**src/rtl/vic_pkg.sv**
```systemverilog
package vic_pkg;

    typedef enum logic [1:0] {
        ST_IDLE    = 2'd0,
        ST_PRESENT = 2'd1,
        ST_ACKED   = 2'd2,
        ST_RELOAD  = 2'd3
    } vic_state_e;

    localparam int A_VEC   = 0;
    localparam int A_DEF   = 1;
    localparam int A_EN    = 2;
    localparam int A_FSEL  = 3;
    localparam int A_FSTAT = 4;
    localparam int A_INSV  = 5;
    localparam int A_HBASE = 16;

endpackage

```
**src/rtl/vic_regs.sv**
```systemverilog
module vic_regs
    import vic_pkg::*;
#(
    parameter int NSRC       = 16,
    parameter int VW         = 32,
    parameter int AW         = 6,
    parameter int CHAIN_SLOT = NSRC - 1
) (
    input  logic                     clk,
    input  logic                     rst_n,
    input  logic                     wr_en,
    input  logic [AW-1:0]            addr,
    input  logic [VW-1:0]            wdata,
    input  logic [VW-1:0]            chain_vec_i,
    output logic [NSRC-1:0]          en_q,
    output logic [NSRC-1:0]          fsel_q,
    output logic [VW-1:0]            def_q,
    output logic [NSRC-1:0][VW-1:0]  hand_q,
    output logic [NSRC-1:0][VW-1:0]  slot_vec
);

    always_ff @(posedge clk or negedge rst_n) begin
        if (!rst_n) begin
            en_q   <= '0;
            fsel_q <= '0;
            def_q  <= '0;
        end else if (wr_en) begin
            if (addr == AW'(A_EN))   en_q   <= wdata[NSRC-1:0];
            if (addr == AW'(A_FSEL)) fsel_q <= wdata[NSRC-1:0];
            if (addr == AW'(A_DEF))  def_q  <= wdata;
        end
    end

    // One handler register per slot; the chain slot takes its vector from the chain input.
    for (genvar i = 0; i < NSRC; i++) begin : g_slot
        logic [VW-1:0] h_r;
        always_ff @(posedge clk or negedge rst_n) begin
            if (!rst_n)
                h_r <= '0;
            else if (wr_en && addr == AW'(A_HBASE + i))
                h_r <= wdata;
        end
        assign hand_q[i] = h_r;
        if (i == CHAIN_SLOT) begin : g_chain
            assign slot_vec[i] = chain_vec_i;
        end else begin : g_local
            assign slot_vec[i] = h_r;
        end
    end

endmodule

```
**src/rtl/vic_prio.sv**
```systemverilog
module vic_prio #(
    parameter int NSRC = 16,
    parameter int IW   = $clog2(NSRC)
) (
    input  logic [NSRC-1:0] req,
    input  logic [NSRC-1:0] insv,
    output logic            found,
    output logic [IW-1:0]   idx
);

    logic masked;

    // Slot 0 is the highest priority; any in-service bit at or above a slot masks it.
    always_comb begin
        found  = 1'b0;
        idx    = '0;
        masked = 1'b0;
        for (int i = 0; i < NSRC; i++) begin
            masked = masked | insv[i];
            if (!found && req[i] && !masked) begin
                found = 1'b1;
                idx   = IW'(i);
            end
        end
    end

endmodule

```
**src/rtl/vic_ctrl.sv**
```systemverilog
module vic_ctrl
    import vic_pkg::*;
#(
    parameter int NSRC       = 16,
    parameter int VW         = 32,
    parameter int AW         = 6,
    parameter int CHAIN_SLOT = NSRC - 1
) (
    input  logic            clk,
    input  logic            rst_n,
    input  logic            bus_en,
    input  logic            bus_we,
    input  logic [AW-1:0]   bus_addr,
    input  logic [VW-1:0]   bus_wdata,
    output logic [VW-1:0]   bus_rdata,
    input  logic [NSRC-1:0] req_i,
    input  logic            chain_req_i,
    input  logic [VW-1:0]   chain_vec_i,
    output logic            irq_o,
    output logic            fiq_o,
    output logic [VW-1:0]   vec_o
);

    localparam int IW = $clog2(NSRC);

    vic_state_e state_q, state_d;

    logic [NSRC-1:0]          en_q, fsel_q, insv_q, insv_d;
    logic [VW-1:0]            def_q, vec_q;
    logic [NSRC-1:0][VW-1:0]  hand_q, slot_vec;
    logic [NSRC-1:0]          req_eff, irq_req, fiq_stat;
    logic                     found, fiq_q, rd_vec, wr_vec, ack, load, cleared;
    logic [IW-1:0]            win_idx, win_q;
    logic [AW-1:0]            hoff;
    logic                     hsel_ok;

    assign req_eff  = req_i | (NSRC'(chain_req_i) << CHAIN_SLOT);
    assign irq_req  = req_eff & en_q & ~fsel_q;
    assign fiq_stat = req_eff & en_q & fsel_q;
    assign rd_vec   = bus_en && !bus_we && bus_addr == AW'(A_VEC);
    assign wr_vec   = bus_en &&  bus_we && bus_addr == AW'(A_VEC);
    assign ack      = rd_vec && state_q == ST_PRESENT;

    vic_regs #(.NSRC(NSRC), .VW(VW), .AW(AW), .CHAIN_SLOT(CHAIN_SLOT)) u_regs (
        .clk         (clk),
        .rst_n       (rst_n),
        .wr_en       (bus_en && bus_we),
        .addr        (bus_addr),
        .wdata       (bus_wdata),
        .chain_vec_i (chain_vec_i),
        .en_q        (en_q),
        .fsel_q      (fsel_q),
        .def_q       (def_q),
        .hand_q      (hand_q),
        .slot_vec    (slot_vec)
    );

    vic_prio #(.NSRC(NSRC), .IW(IW)) u_prio (
        .req   (irq_req),
        .insv  (insv_q),
        .found (found),
        .idx   (win_idx)
    );

    // Next-state logic
    always_comb begin
        state_d = state_q;
        unique case (state_q)
            ST_IDLE: begin
                if (wr_vec)     state_d = ST_RELOAD;
                else if (found) state_d = ST_PRESENT;
            end
            ST_PRESENT: begin
                if (wr_vec)      state_d = ST_RELOAD;
                else if (rd_vec) state_d = ST_ACKED;
                else if (!found) state_d = ST_IDLE;
            end
            ST_ACKED: begin
                if (wr_vec)              state_d = ST_RELOAD;
                else if (found)          state_d = ST_PRESENT;
                else if (insv_q == '0)   state_d = ST_RELOAD;
            end
            ST_RELOAD: begin
                if (wr_vec)     state_d = ST_RELOAD;
                else if (found) state_d = ST_PRESENT;
                else            state_d = ST_IDLE;
            end
        endcase
    end

    // In-service update: acknowledge sets, completion clears the highest level,
    // the chain level releases when the downstream request falls.
    always_comb begin
        insv_d  = insv_q;
        cleared = 1'b0;
        if (ack) begin
            insv_d[win_q] = 1'b1;
        end else if (wr_vec) begin
            for (int i = 0; i < NSRC; i++) begin
                if (!cleared && insv_q[i]) begin
                    insv_d[i] = 1'b0;
                    cleared   = 1'b1;
                end
            end
        end
        if (insv_q[CHAIN_SLOT] && !chain_req_i && !(ack && win_q == IW'(CHAIN_SLOT)))
            insv_d[CHAIN_SLOT] = 1'b0;
    end

    assign load = !wr_vec && !ack && (state_q != ST_ACKED || found);

    // State register
    always_ff @(posedge clk or negedge rst_n) begin
        if (!rst_n) state_q <= ST_IDLE;
        else        state_q <= state_d;
    end

    // Output and datapath registers
    always_ff @(posedge clk or negedge rst_n) begin
        if (!rst_n) begin
            vec_q  <= '0;
            win_q  <= '0;
            insv_q <= '0;
            fiq_q  <= 1'b0;
        end else begin
            insv_q <= insv_d;
            fiq_q  <= |fiq_stat;
            if (load) begin
                vec_q <= found ? slot_vec[win_idx] : def_q;
                win_q <= found ? win_idx : win_q;
            end
        end
    end

    assign irq_o = (state_q == ST_PRESENT);
    assign fiq_o = fiq_q;
    assign vec_o = vec_q;

    // Register read port
    assign hoff    = bus_addr - AW'(A_HBASE);
    assign hsel_ok = (bus_addr >= AW'(A_HBASE)) && (hoff < AW'(NSRC));

    always_comb begin
        bus_rdata = '0;
        case (bus_addr)
            AW'(A_VEC):   bus_rdata = vec_q;
            AW'(A_DEF):   bus_rdata = def_q;
            AW'(A_EN):    bus_rdata = VW'(en_q);
            AW'(A_FSEL):  bus_rdata = VW'(fsel_q);
            AW'(A_FSTAT): bus_rdata = VW'(fiq_stat);
            AW'(A_INSV):  bus_rdata = VW'(insv_q);
            default:      if (hsel_ok) bus_rdata = hand_q[hoff[IW-1:0]];
        endcase
    end

    // IRQ only follows a cycle in which an IRQ-routed request was pending
    p_irq_has_cause_r2: assert property (@(posedge clk) disable iff (!rst_n)
        irq_o |-> $past(|irq_req));

    // acknowledge marks the presented slot in service
    p_ack_marks_r3: assert property (@(posedge clk) disable iff (!rst_n)
        ack |=> insv_q[$past(win_q)]);

    // acknowledge removes the request from the core
    p_ack_drops_irq_r3: assert property (@(posedge clk) disable iff (!rst_n)
        ack |=> !irq_o);

    // completion write never changes the vector in the following cycle
    p_wr_keeps_vec_r4: assert property (@(posedge clk) disable iff (!rst_n)
        wr_vec |=> $stable(vec_q));

    // in-service state changes only through vector reads and writes while the chain is up
    p_insv_bus_only_r5: assert property (@(posedge clk) disable iff (!rst_n)
        (!rd_vec && !wr_vec && chain_req_i) |=> $stable(insv_q));

    // fast request output only follows an asserting FIQ source
    p_fiq_has_cause_r9: assert property (@(posedge clk) disable iff (!rst_n)
        fiq_o |-> $past(|fiq_stat));

endmodule

```
**config.mk**
```make
export PLATFORM = sky130hd
export DESIGN_NAME = vic_ctrl
export DESIGN_NICKNAME = d
export VERILOG_FILES = /design/src/rtl/vic_pkg.sv /design/src/rtl/vic_regs.sv /design/src/rtl/vic_prio.sv /design/src/rtl/vic_ctrl.sv
export SDC_FILE = /design/constraint.sdc
export NUM_CORES = 1
export LEC_CHECK = 0
export BUFFER_PORTS_ARGS = -buffer_cell sky130_fd_sc_hd__buf_4
export CAP_MARGIN = 5
export CORE_MARGIN = 5
export CORE_UTILIZATION = 35
export CTS_CLUSTER_DIAMETER = 150
export CTS_CLUSTER_SIZE = 20
export DETAILED_ROUTE_END_ITERATION = 6
export GPL_TIMING_DRIVEN = 0
export PLACE_DENSITY = 0.63
export SYNTH_ARGS = -nofsm -noshare
export SYNTH_HDL_FRONTEND = slang
export SYNTH_HIERARCHICAL = 1
export SYNTH_SLANG_ARGS = --single-unit
```
**constraint.sdc**
```tcl
create_clock -name clk -period 3.2 [get_ports clk]
set_input_delay 0.48 -clock clk [delete_from_list [all_inputs] [get_ports clk]]
set_output_delay 0.48 -clock clk [all_outputs]
set_load 0.02 [all_outputs]
```
# [Word-level counts from Yosys, hierarchy flattened]
# Cells that the tools add are included.
[totals] ff_bits=631 word_cells=377 input_bits=91 output_inout_bits=66
[op_classes] n_eq_ne=29 n_addsub=1 n_reduce_logical=167 order_cmp=6 bitwise=21 n_mux=114
[ops] operator="$bmux 32 s4" n=2
[ops] operator="$pmux 32 s6" n=1
[ops] operator="$mux 32" n=4
[ops] operator="$eq 6x5->1 const B" n=16
[ops] operator="$mux 1" n=80
[ops] operator="$logic_and 1x1->1" n=74
[ops] operator="$logic_not 1->1" n=51
[ops] operator="$and 16x16->16" n=3
[ops] operator="$reduce_and 2->1" n=19
[ops] operator="$mux 16" n=2
[ops] operator="$mux 4" n=8
[ops] operator="$or 16x16->16" n=2
[ops] operator="$reduce_bool 2->1" n=15
[ops] operator="$mux 2" n=11
[ops] operator="$logic_not 16->1" n=1
[ops] operator="$not 16->16" n=1
[ops] operator="$reduce_or 16->1" n=1
[ops] operator="$lt 4x5->1 const B" n=3
[ops] operator="$or 1x1->1" n=15
[ops] operator="$eq 6x2->1 const B" n=2
[ops] operator="$eq 6x3->1 const B" n=2
[ops] operator="$mux 3" n=4
[ops] operator="$pmux 2 s4" n=1
[ops] operator="$eq 6x1->1 const B" n=1
[ops] operator="17 further kinds" n=19

# [Logic depth before layout (Yosys ltp)]
# Gate-level depths: netlist of the first run.
[depth] word_depth=81 mapped_depth=14 mapped_depth_nobuf=12

# [Hierarchy]
# Netlist of the first run, hierarchy kept.
[by_module_without_submodules] mod="vic_regs" area_each_um2=25456.9 cells_each=1799 n_inst=1 seq_area_each_um2=14413.8
[by_module_without_submodules] mod="vic_ctrl" area_each_um2=11544.8 cells_each=1012 n_inst=1 seq_area_each_um2=1376.3
[by_module_without_submodules] mod="vic_prio" area_each_um2=395.4 cells_each=66 n_inst=1 seq_area_each_um2=0.0

# [Least setup slack after synthesis of the first run]
# Ideal clock, no wire load.
[synth_path] path_type="reg-to-reg" startpoint="reg insv_q[0]" endpoint="reg vec_q[18] (netlist: vec_o[18])" arrival_time_ps=3379 t_required_ps=3074 slack_ps=-305 stages_incl_launch_ff=11 period_less_slack_ps=3505 setup_time_ps=126 path_buffers=1 path_cell_list="dfrtp_1 > or4_4 > nor3_4 > nand4_1 > o22a_1 > o21ai_2 > buf_1 > mux4_2 > a22oi_1 > nand2_1 > a221o_1"
[synth_between] elab_chain_len=66 elab_cells_between_ends=113 cone_classes="mux (34); bitwise (15); reduce/logical (64)"
[synth_rtl] item="start: declaration" line_no="vic_ctrl.sv:28" source="logic [NSRC-1:0] en_q, fsel_q, insv_q, insv_d;"
[synth_rtl] item="start signal: assignment" line_no="vic_ctrl.sv:126" source="insv_q <= insv_d;"
[synth_rtl] item="$logic_not 1->1" line_no="vic_prio.sv:20" source="if (!found && req[i] && !masked) begin"
[synth_rtl] item="$logic_and 1x1->1" line_no="vic_prio.sv:20"
[synth_rtl] item="$mux 1" line_no="vic_prio.sv:20"
[synth_rtl] item="$logic_not 1->1" line_no="vic_prio.sv:20"
[synth_rtl] item="$logic_and 1x1->1 (2 in a row)" line_no="vic_prio.sv:20"
[synth_rtl] item="$mux 1" line_no="vic_prio.sv:20"
[synth_rtl] item="$logic_not 1->1" line_no="vic_prio.sv:20"
[synth_rtl] item="$logic_and 1x1->1 (2 in a row)" line_no="vic_prio.sv:20"
[synth_rtl] item="[... 48 more ...]"
[synth_rtl] item="$mux 1" line_no="vic_prio.sv:20"
[synth_rtl] item="$logic_not 1->1" line_no="vic_prio.sv:20"
[synth_rtl] item="$logic_and 1x1->1 (2 in a row)" line_no="vic_prio.sv:20"
[synth_rtl] item="$mux 4 (*)" line_no="vic_prio.sv:20"
[synth_rtl] item="named net win_idx[0]" line_no="vic_ctrl.sv:33" source="logic [IW-1:0] win_idx, win_q;"
[synth_rtl] item="$bmux 32 s4 (*)" line_no="vic_ctrl.sv:129" source="vec_q <= found ? slot_vec[win_idx] : def_q;"
[synth_rtl] item="$mux 32 (not written as such) (*)" line_no="vic_ctrl.sv:129"
[synth_rtl] item="$mux 32 (*)" line_no="vic_ctrl.sv:129"
[synth_rtl] item="end signal: assignment" line_no="vic_ctrl.sv:129"
[synth_rtl] item="end: declaration" line_no="vic_ctrl.sv:29" source="logic [VW-1:0] def_q, vec_q;"
# Mark *: on every way through the listed nets, which the timed path passes. The rest lies on a longest branch. The select of a mux whose other input is x is not followed.
# A chain may end at the register's enable or synchronous reset.

# [Worst setup path after layout of the first run]
[layout_path] startpoint="reg insv_q[2]" endpoint="reg vec_q[11] (netlist: vec_o[11])"
[layout_between] elab_chain_len=59 elab_cells_between_ends=101 cone_classes="mux (31); bitwise (14); reduce/logical (56)"
[layout_rtl] item="$or 1x1->1 (*)" line_no="vic_prio.sv:19" source="masked = masked | insv[i];"
[layout_rtl] item="$logic_not 1->1" line_no="vic_prio.sv:20"
[layout_rtl] item="$logic_and 1x1->1" line_no="vic_prio.sv:20"
[layout_rtl] item="$mux 1" line_no="vic_prio.sv:20"
[layout_rtl] item="$logic_not 1->1" line_no="vic_prio.sv:20"
[layout_rtl] item="$logic_and 1x1->1 (2 in a row)" line_no="vic_prio.sv:20"
[layout_rtl] item="$mux 1" line_no="vic_prio.sv:20"
[layout_rtl] item="$logic_not 1->1" line_no="vic_prio.sv:20"
[layout_rtl] item="[... 42 more ...]"
[layout_rtl] item="$mux 1" line_no="vic_prio.sv:20"
[layout_rtl] item="$logic_not 1->1" line_no="vic_prio.sv:20"
[layout_rtl] item="$logic_and 1x1->1 (2 in a row)" line_no="vic_prio.sv:20"
[layout_rtl] item="$mux 4 (*)" line_no="vic_prio.sv:20"
[layout_rtl] item="named net win_idx[0]" line_no="vic_ctrl.sv:33"
[layout_rtl] item="$bmux 32 s4 (*)" line_no="vic_ctrl.sv:129"
[layout_rtl] item="$mux 32 (not written as such) (*)" line_no="vic_ctrl.sv:129"
[layout_rtl] item="$mux 32 (*)" line_no="vic_ctrl.sv:129"
# Marks and branches as above.

==> metrics, run 1 <==
share of total power in the clock network between 20% and 30%; kind of critical path reg -> reg; number of vias per cell slightly below 6; routed wire length on met3 15800 um; number of synthesized register bits between 600 and 700; Top-Level Pins 157; capturing point of the worst reg2reg path vec_o[11]; cell chain of the critical path or4_4 -> nor3_4 -> nand4_1 -> o22a_1 -> o21ai_4 -> buf_12 -> buf_6 -> buf_16 -> mux4_2 -> a22oi_1 -> nand2_1 -> a221o_1; CTS tree built; top-area cell type share of the netlist area a little over two fifths; power density over the cells between 500 and 600 mW/mm2; leading post-synthesis cells by cell area dfrtp_1, mux2_2, mux4_2; uppermost layer routed met5; area enclosed by the die boundary approximately 0.11 mm2; highest-count cells in the layout ignoring fill and taps buf_4, dfrtp_1, mux2_2; cell chosen for the clock root clkbuf_16; endpoint kind of the worst setup timing path flop; crit path buf inv count 3; Worst Hold Depth 3; Detail Route Antenna Nets 0; setup repair after global routing missed its margin true; Peak Freq approximately 0.27 GHz; final critical-path setup slack -0.470 ns; std cell rows 120; Placed Area approximately 0.04 mm2; share of async-settable or async-resettable flops after synthesis 100%; worst rel slew slack 2.59%; number of buffers added on ports about 110; relative contribution of combinational cells to total power between 30% and 40%; slew at the pin with the worst max-slew slack between 1 and 1.5 ns; data arrival time of the critical path approximately 4.2 ns; switch share around a third; number of endpoints with negative hold slack in the final report 0; synthesis warning total 6; maximum ir drop on the vdd rail between 400 and 500 uV; GR Util All Layers 24.0%; Hold Crit Endpoint insv_q[15]; overall overflow remaining after global route 0; Detailed Route Iter0 Violations between 2000 and 3000; share of post-route cells with drive strength above 1 roughly 60%; period utilisation layout 115%; placed wire-length estimate after detailed placement ~94000 um; synthesized area per cell ~13 um2; clock buffers created by TritonCTS 37; H-Tree Level Count 2; 1st-pass router iterations 6; Bufs on Longest Clock Path 3; class of the worst hold path in -> reg; met2 WL about 63000 um; smallest hold slack roughly 0.15 ns; MaxCap Viol Count 0; Core ar. approximately 0.11 mm2; average wire per standard cell roughly 31 um; final weighted congestion in routability-driven placement 0.933; first-pass GRT wire length between 150000 and 200000 um; latest clock arrival within the worst-skew pair between 0.6 and 0.7 ns; leading cell type in the layout, fill and taps excluded buf_4; routed vias around 26000; final standard cell utilization of the core 40.4%; number of global-route vias before repair around 26000; area of all placed cells without fillers 0.0430 mm2; count of unresolved DRC violations after routing 0; total power after layout around 22 mW; final critical-path required period between 3 and 4 ns; Yosys top cell by area dfrtp_1; Top delay family on crit path simple AND/OR/NAND/NOR gates; clock transition time at the flip-flop clock pins of the worst setup and hold paths roughly 0.090 ns; horizontal die dimension approximately 340 um; worst clock skew between 0.03 and 0.04 ns; aggregate routed wire length between 100000 and 150000 um; Pins Over Slew Limit 0; sequential fraction of the synthesis area between 40% and 50%; Setup-failing EPs final 36; Syn-to-layout area delta 15.1%; flop-to-flop setup slack -0.47 ns; launch instance of the worst min-delay path chain_req_i; count of clock tree sinks around 630; startpoint of the lowest-slack register-to-register path insv_q[2]; main flop type after synthesis dfrtp_1; die height ~340 um; cell count after synthesis about 2900; required time worst endpoint 3.71 ns; count of distinct cell types in the synthesized netlist 74; failing checks setup timing; highest cell delay on the worst timing path 0.56 ns; sequential fraction of design power 43.3%; internal cell power 14.4 mW; Worst Path Max Fanout 6; starting density of the core 35.1%; largest net degree at the start of global routing roughly 120; nets in the synthesized netlist between 2000 and 3000; standby leakage power around 20 nW; Post-synth EDFFs 0; cell with the largest stage delay on the worst path or4_4; CP startpoint kind flop; cell area after synthesis ~0.037 mm2; DP Worst Slack -1.85 ns; number of cell instances on the worst register-to-register path 12; result of the run finished, violations left; power spent charging and discharging nets ~7.3 mW; initial antenna violation count 7; M1 WL approximately 55000 um; number of nets in the layout roughly 3200
-- cells by family after synthesis --
| kind of cell | share of synthesized area (%) |
|---|---|
| AOI/OAI and AO/OA | 5.59 |
| buffers and inverters | 13.1 |
| muxes | 34.2 |
| DFF | 42.2 |
| and+or+nand+nor | 4.81 |
-- metrics by stage --
step	instances	TNS (ns)
final	4491	-13.18
after global routing	4485	-14.53
after CTS	4465	-13.25
after detailed placement	4397	-91.78
after global placement	4388	-3667.86
after floorplan	2877	-0.105
-- power groups by stage --
stage / clock network (mW) / registers, mW / logic (mW)
floorplan: 0 / 9.38 / 3.90
global placement: 0 / 9.51 / 6.08
detailed placement: 0 / 9.53 / 6.20
CTS: 5.14 / 9.37 / 6.78
global route: 5.41 / 9.48 / 7.48
finish: 5.09 / 9.40 / 7.23
-- sequential cells by signal, indices dropped and copies added, names as in the netlist --
name and count:
insv_q 16, win_q 4, vec_o 32, u_regs/g_slot.h_r 512, u_regs/en_q 16, u_regs/fsel_q 16
u_regs/def_q 32, state_q 2, fiq_o 1
-- per-layer routing --
layer / GRT usage [%] / vias up
met3: 7.89 / 336
li1: - / 10600
met2: 37.1 / 1487
met5: 0 / -
met1: 31.5 / 13800
met4: 9.42 / 4
-- worst max path at each step --
stage	slack, ns	end	start	cells after the start
6_report	-0.47	vec_o[11]	insv_q[2]	12
5_1_grt	-0.50	vec_o[12]	u_regs/en_q[11]	16
4_1_cts	-0.46	vec_o[3]	insv_q[2]	12
3_5_place_dp	-1.85	bus_rdata[18]	bus_addr[0]	10
3_3_place_gp	-6.40	insv_q[0]	rst_n	1
2_1_floorplan	-0.005	vec_o[12]	insv_q[3]	11
-- tightest hold or removal path, cell delays in order --
cell	delay [ns]
buf_4	0.12
nand2_1	0.06
a22oi_1	0.06
-- final cells by class --
type	instances	area, um2
Antenna cell	6	15.0
Buffer	736	5710
Clock buffer	42	987
Clock inverter	2	17.5
Fill cell	10100	63600
Inverter	8	30.0
Multi-Input combinational cell	1496	17100
Sequential cell	631	15800
Tap cell	1403	1760
Timing Repair Buffer	167	1660
-- synthesized netlist by cell type, types with 35 or more instances --
| master | n |
|---|---|
| mux4_2 | 234 |
| a22oi_1 | 108 |
| nand3_1 | 39 |
| buf_4 | 525 |
| clkbuf_1 | 95 |
| o21ai_0 | 37 |
| buf_2 | 92 |
| dfrtp_1 | 631 |
| nand2_1 | 77 |
| nor4b_1 | 35 |
| mux2i_1 | 53 |
| mux2_2 | 610 |
-- repair_timing --
action                                  in CTS  in global routing
hold buffers                                 1                  0
hold endpoints to repair                    58                  0
endpoints found under the setup margin      70                 53
pin swaps                                   17                 15
resized for setup                          264                 71
cloned                                       3                 10
setup buffers                               24                 12
Note: power is estimated with default switching activity, not from simulation.
==> run 2: changes to the inputs <==
--- a/config.mk
+++ b/config.mk
@@ -14,6 +14,7 @@
 export DETAILED_ROUTE_END_ITERATION = 6
 export GPL_TIMING_DRIVEN = 0
 export PLACE_DENSITY = 0.63
+export SETUP_SLACK_MARGIN = 0.02
 export SYNTH_ARGS = -nofsm -noshare
 export SYNTH_HDL_FRONTEND = slang
 export SYNTH_HIERARCHICAL = 1
==> run 2 against run 1 <==
The run still ends with setup timing left. Via count shrank 0.43%. Global-route usage grew 0.087 points. First-iteration DRC count is 8.2% higher. Combinational power increased by 2%. Power grew 0.69%. Register-to-register slack worse by 0.08 ns. Hold slack gained 0.013 ns. Clock-buffer cell count shrank 1. Wire length hardly changed. Final cell count is essentially flat. Setup slack lost 0.078 ns. Sequential power barely moved.
==> metrics, run 2 (synthesis gave the netlist of run 1 again) <==
launch instance of the worst min-delay path bus_wdata[22]; number of global-route vias before repair 26200 (+0.41%); Pins Over Slew Limit 0 (unchanged); number of cells in the design after placement 4396 (-0.023%); number of filler instances in the final layout 10100 (-0.19%); Top-Level Pins 157 (unchanged); standby leakage power 20.2 nW (about the same); Largest register FFs 512 (unchanged); Setup-failing EPs final 33 (-8.3%); final critical-path setup slack -0.548 ns (-0.0777 ns); period utilisation layout 117% (+2.4 points); placed wire-length estimate after detailed placement 93800 um (+0.32%); met1 GRT Util 31.2% (-0.36 points); 1st-pass router iterations 6 (unchanged); Detail Route Antenna Nets 0 (unchanged); CTS tree built; worst rel slew slack 25.5% (+23 points); Core ar. 0.107 mm2 (unchanged); power density over the cells 506 mW/mm2 (+0.30%); Worst Path Max Fanout 6 (unchanged); area enclosed by the die boundary 0.113 mm2 (unchanged); number of endpoints with negative hold slack in the final report 0 (unchanged); startpoint of the lowest-slack register-to-register path insv_q[2]; aggregate routed wire length 141000 um (about the same); endpoint kind of the worst setup timing path flop; timing startpoint of the critical path insv_q[2]; smallest hold slack 0.160 ns (+0.0131 ns); final critical-path required period 3.75 ns (+0.0777 ns); setup repair after global routing missed its margin true; kind of critical path reg -> reg; number of nets in the layout 3167 (-0.032%); number of cell instances on the worst register-to-register path 13 (+1); most heavily used metal layer in global routing met2; die height 337 um (unchanged); Worst setup endpoint vec_o[14]; count of clock tree sinks 631 (unchanged); number of buffers added on ports 108 (unchanged); met2 usage in global routing 37.3% (+0.27 points); result of the run finished, violations left; final weighted congestion in routability-driven placement 0.936 (+0.29%); CP startpoint kind flop; number of standard cells in the layout, taps in and fillers out 4492 (+0.022%); Peak Freq 0.267 GHz (-2.1%); routed vias 26200 (-0.43%); final setup TNS -15.77 ns (-2.59 ns); MaxCap Viol Count 0 (unchanged); Register Area 0.0158 mm2 (about the same); cell chosen for the clock root clkbuf_16; Syn-to-layout area delta 15.5%; count of unresolved DRC violations after routing 0 (unchanged); horizontal die dimension 337 um (unchanged); leading cell type in the layout, fill and taps excluded buf_4; GR Util All Layers 24.1% (+0.087 points); flop-to-flop setup slack -0.55 ns (-0.08 ns); starting density of the core 35.1% (unchanged); failing checks setup timing; share of post-route cells with drive strength above 1 59.6% (+1.0 points); class of the worst hold path in -> reg; largest reg by FF count u_regs/g_slot.h_r; clock transition time at the flip-flop clock pins of the worst setup and hold paths 0.10 ns (about the same); clock buffers created by TritonCTS 37 (unchanged); required time worst endpoint 3.68 ns (-0.03 ns); met3 Usage GRT 8.20% (+0.31 points); maximum ir drop on the vdd rail 395 uV (-6.2%); initial antenna violation count 10 (+3); data arrival time of the critical path 4.23 ns (+0.05 ns); Bufs on Longest Clock Path 3 (unchanged); Detailed Route Iter0 Violations 3061 (+8.2%); combined area of the multi-input logic cells 0.0172 mm2 (+0.89%); total power after layout 21.9 mW (+0.69%); std cell rows 120 (unchanged); capturing point of the worst reg2reg path vec_o[14]; highest-count cells in the layout ignoring fill and taps buf_4, dfrtp_1, mux2_2; slew at the pin with the worst max-slew slack 1.12 ns (-0.344 ns); latest clock arrival within the worst-skew pair 0.61 ns (about the same); number of vias per cell 5.82 (-0.46%); first-pass GRT wire length 195000 um (about the same); H-Tree Level Count 2 (unchanged); largest net degree at the start of global routing 116 (unchanged); average wire per standard cell 31.4 um (about the same); worst clock skew 0.0336 ns (-0.00503 ns); overall overflow remaining after global route 0 (unchanged)
## run 2: area by class of cell
type	instances	share of cell area, %
multi-input combinational	1496	39.9
sequential	631	36.6
buffer	734	13.1
tap	1403	4.06
timing repair buffer	168	4.01
clock buffer	41	2.28
inverter	8	0.0695
antenna	9	0.0521
clock inverter	2	0.0463
## run 2: stage by stage
step	utilization [%]	cell area, um2	setup WS [ns]
6_report	40.5	43200	-0.548
4_1_cts	40.3	42900	-0.393
2_1_floorplan	-	37600	0.00103
3_3_place_gp	37.6	40100	-6.47
5_1_grt	40.5	43200	-0.549
3_5_place_dp	37.8	40300	-1.73
## run 2: how the worst min path moves through the flow
| stage | to | slack, ns | cells past startpoint |
|---|---|---|---|
| 2_1_floorplan | fiq_o | 0.18 | 0 |
| 3_3_place_gp | u_regs/g_slot[15].h_r[17] | 0.48 | 1 |
| 3_5_place_dp | u_regs/g_slot[15].h_r[22] | 0.31 | 1 |
| 4_1_cts | state_q[0] | 0.13 | 3 |
| 5_1_grt | state_q[0] | 0.16 | 3 |
| 6_report | u_regs/g_slot[15].h_r[22] | 0.16 | 2 |
## run 2: report_power, final
group          internal (mW)  leakage [nW]  total (mW)  switching [mW]
Combinational           3.56          11.2        7.36            3.79
Sequential              8.69          8.58        9.43           0.735
Clock                   2.20         0.494        5.09            2.88
## run 2: what timing repair did
item | 4_1_cts | 5_1_grt
gates cloned | 10 | 4
endpoints found under the hold margin | 8 | 0
setup buffers | 34 | 9
pin swaps | 22 | 50
hold buffers | 1 | 0
endpoints found under the setup margin | 70 | 54
resized for setup | 286 | 78
## run 2: critical path, stage by stage (launching register included)
cell	delay [ns]
dfrtp_2	0.44
or4_4	0.56
nor3_4	0.25
nand4_1	0.20
o22a_1	0.29
o21ai_4	0.18
buf_12	0.17
buf_12	0.12
buf_16	0.13
buf_12	0.14
mux4_2	0.51
a22oi_2	0.21
nand2_1	0.10
a221o_1	0.29
## run 2: per-layer routing
| metal | wire [um] | vias up |
|---|---|---|
| met3 | 15700 | 331 |
| met1 | 55100 | 13700 |
| met5 | 55 | - |
| met4 | 6550 | 8 |
| met2 | 63500 | 1510 |
| li1 | - | 10700 |
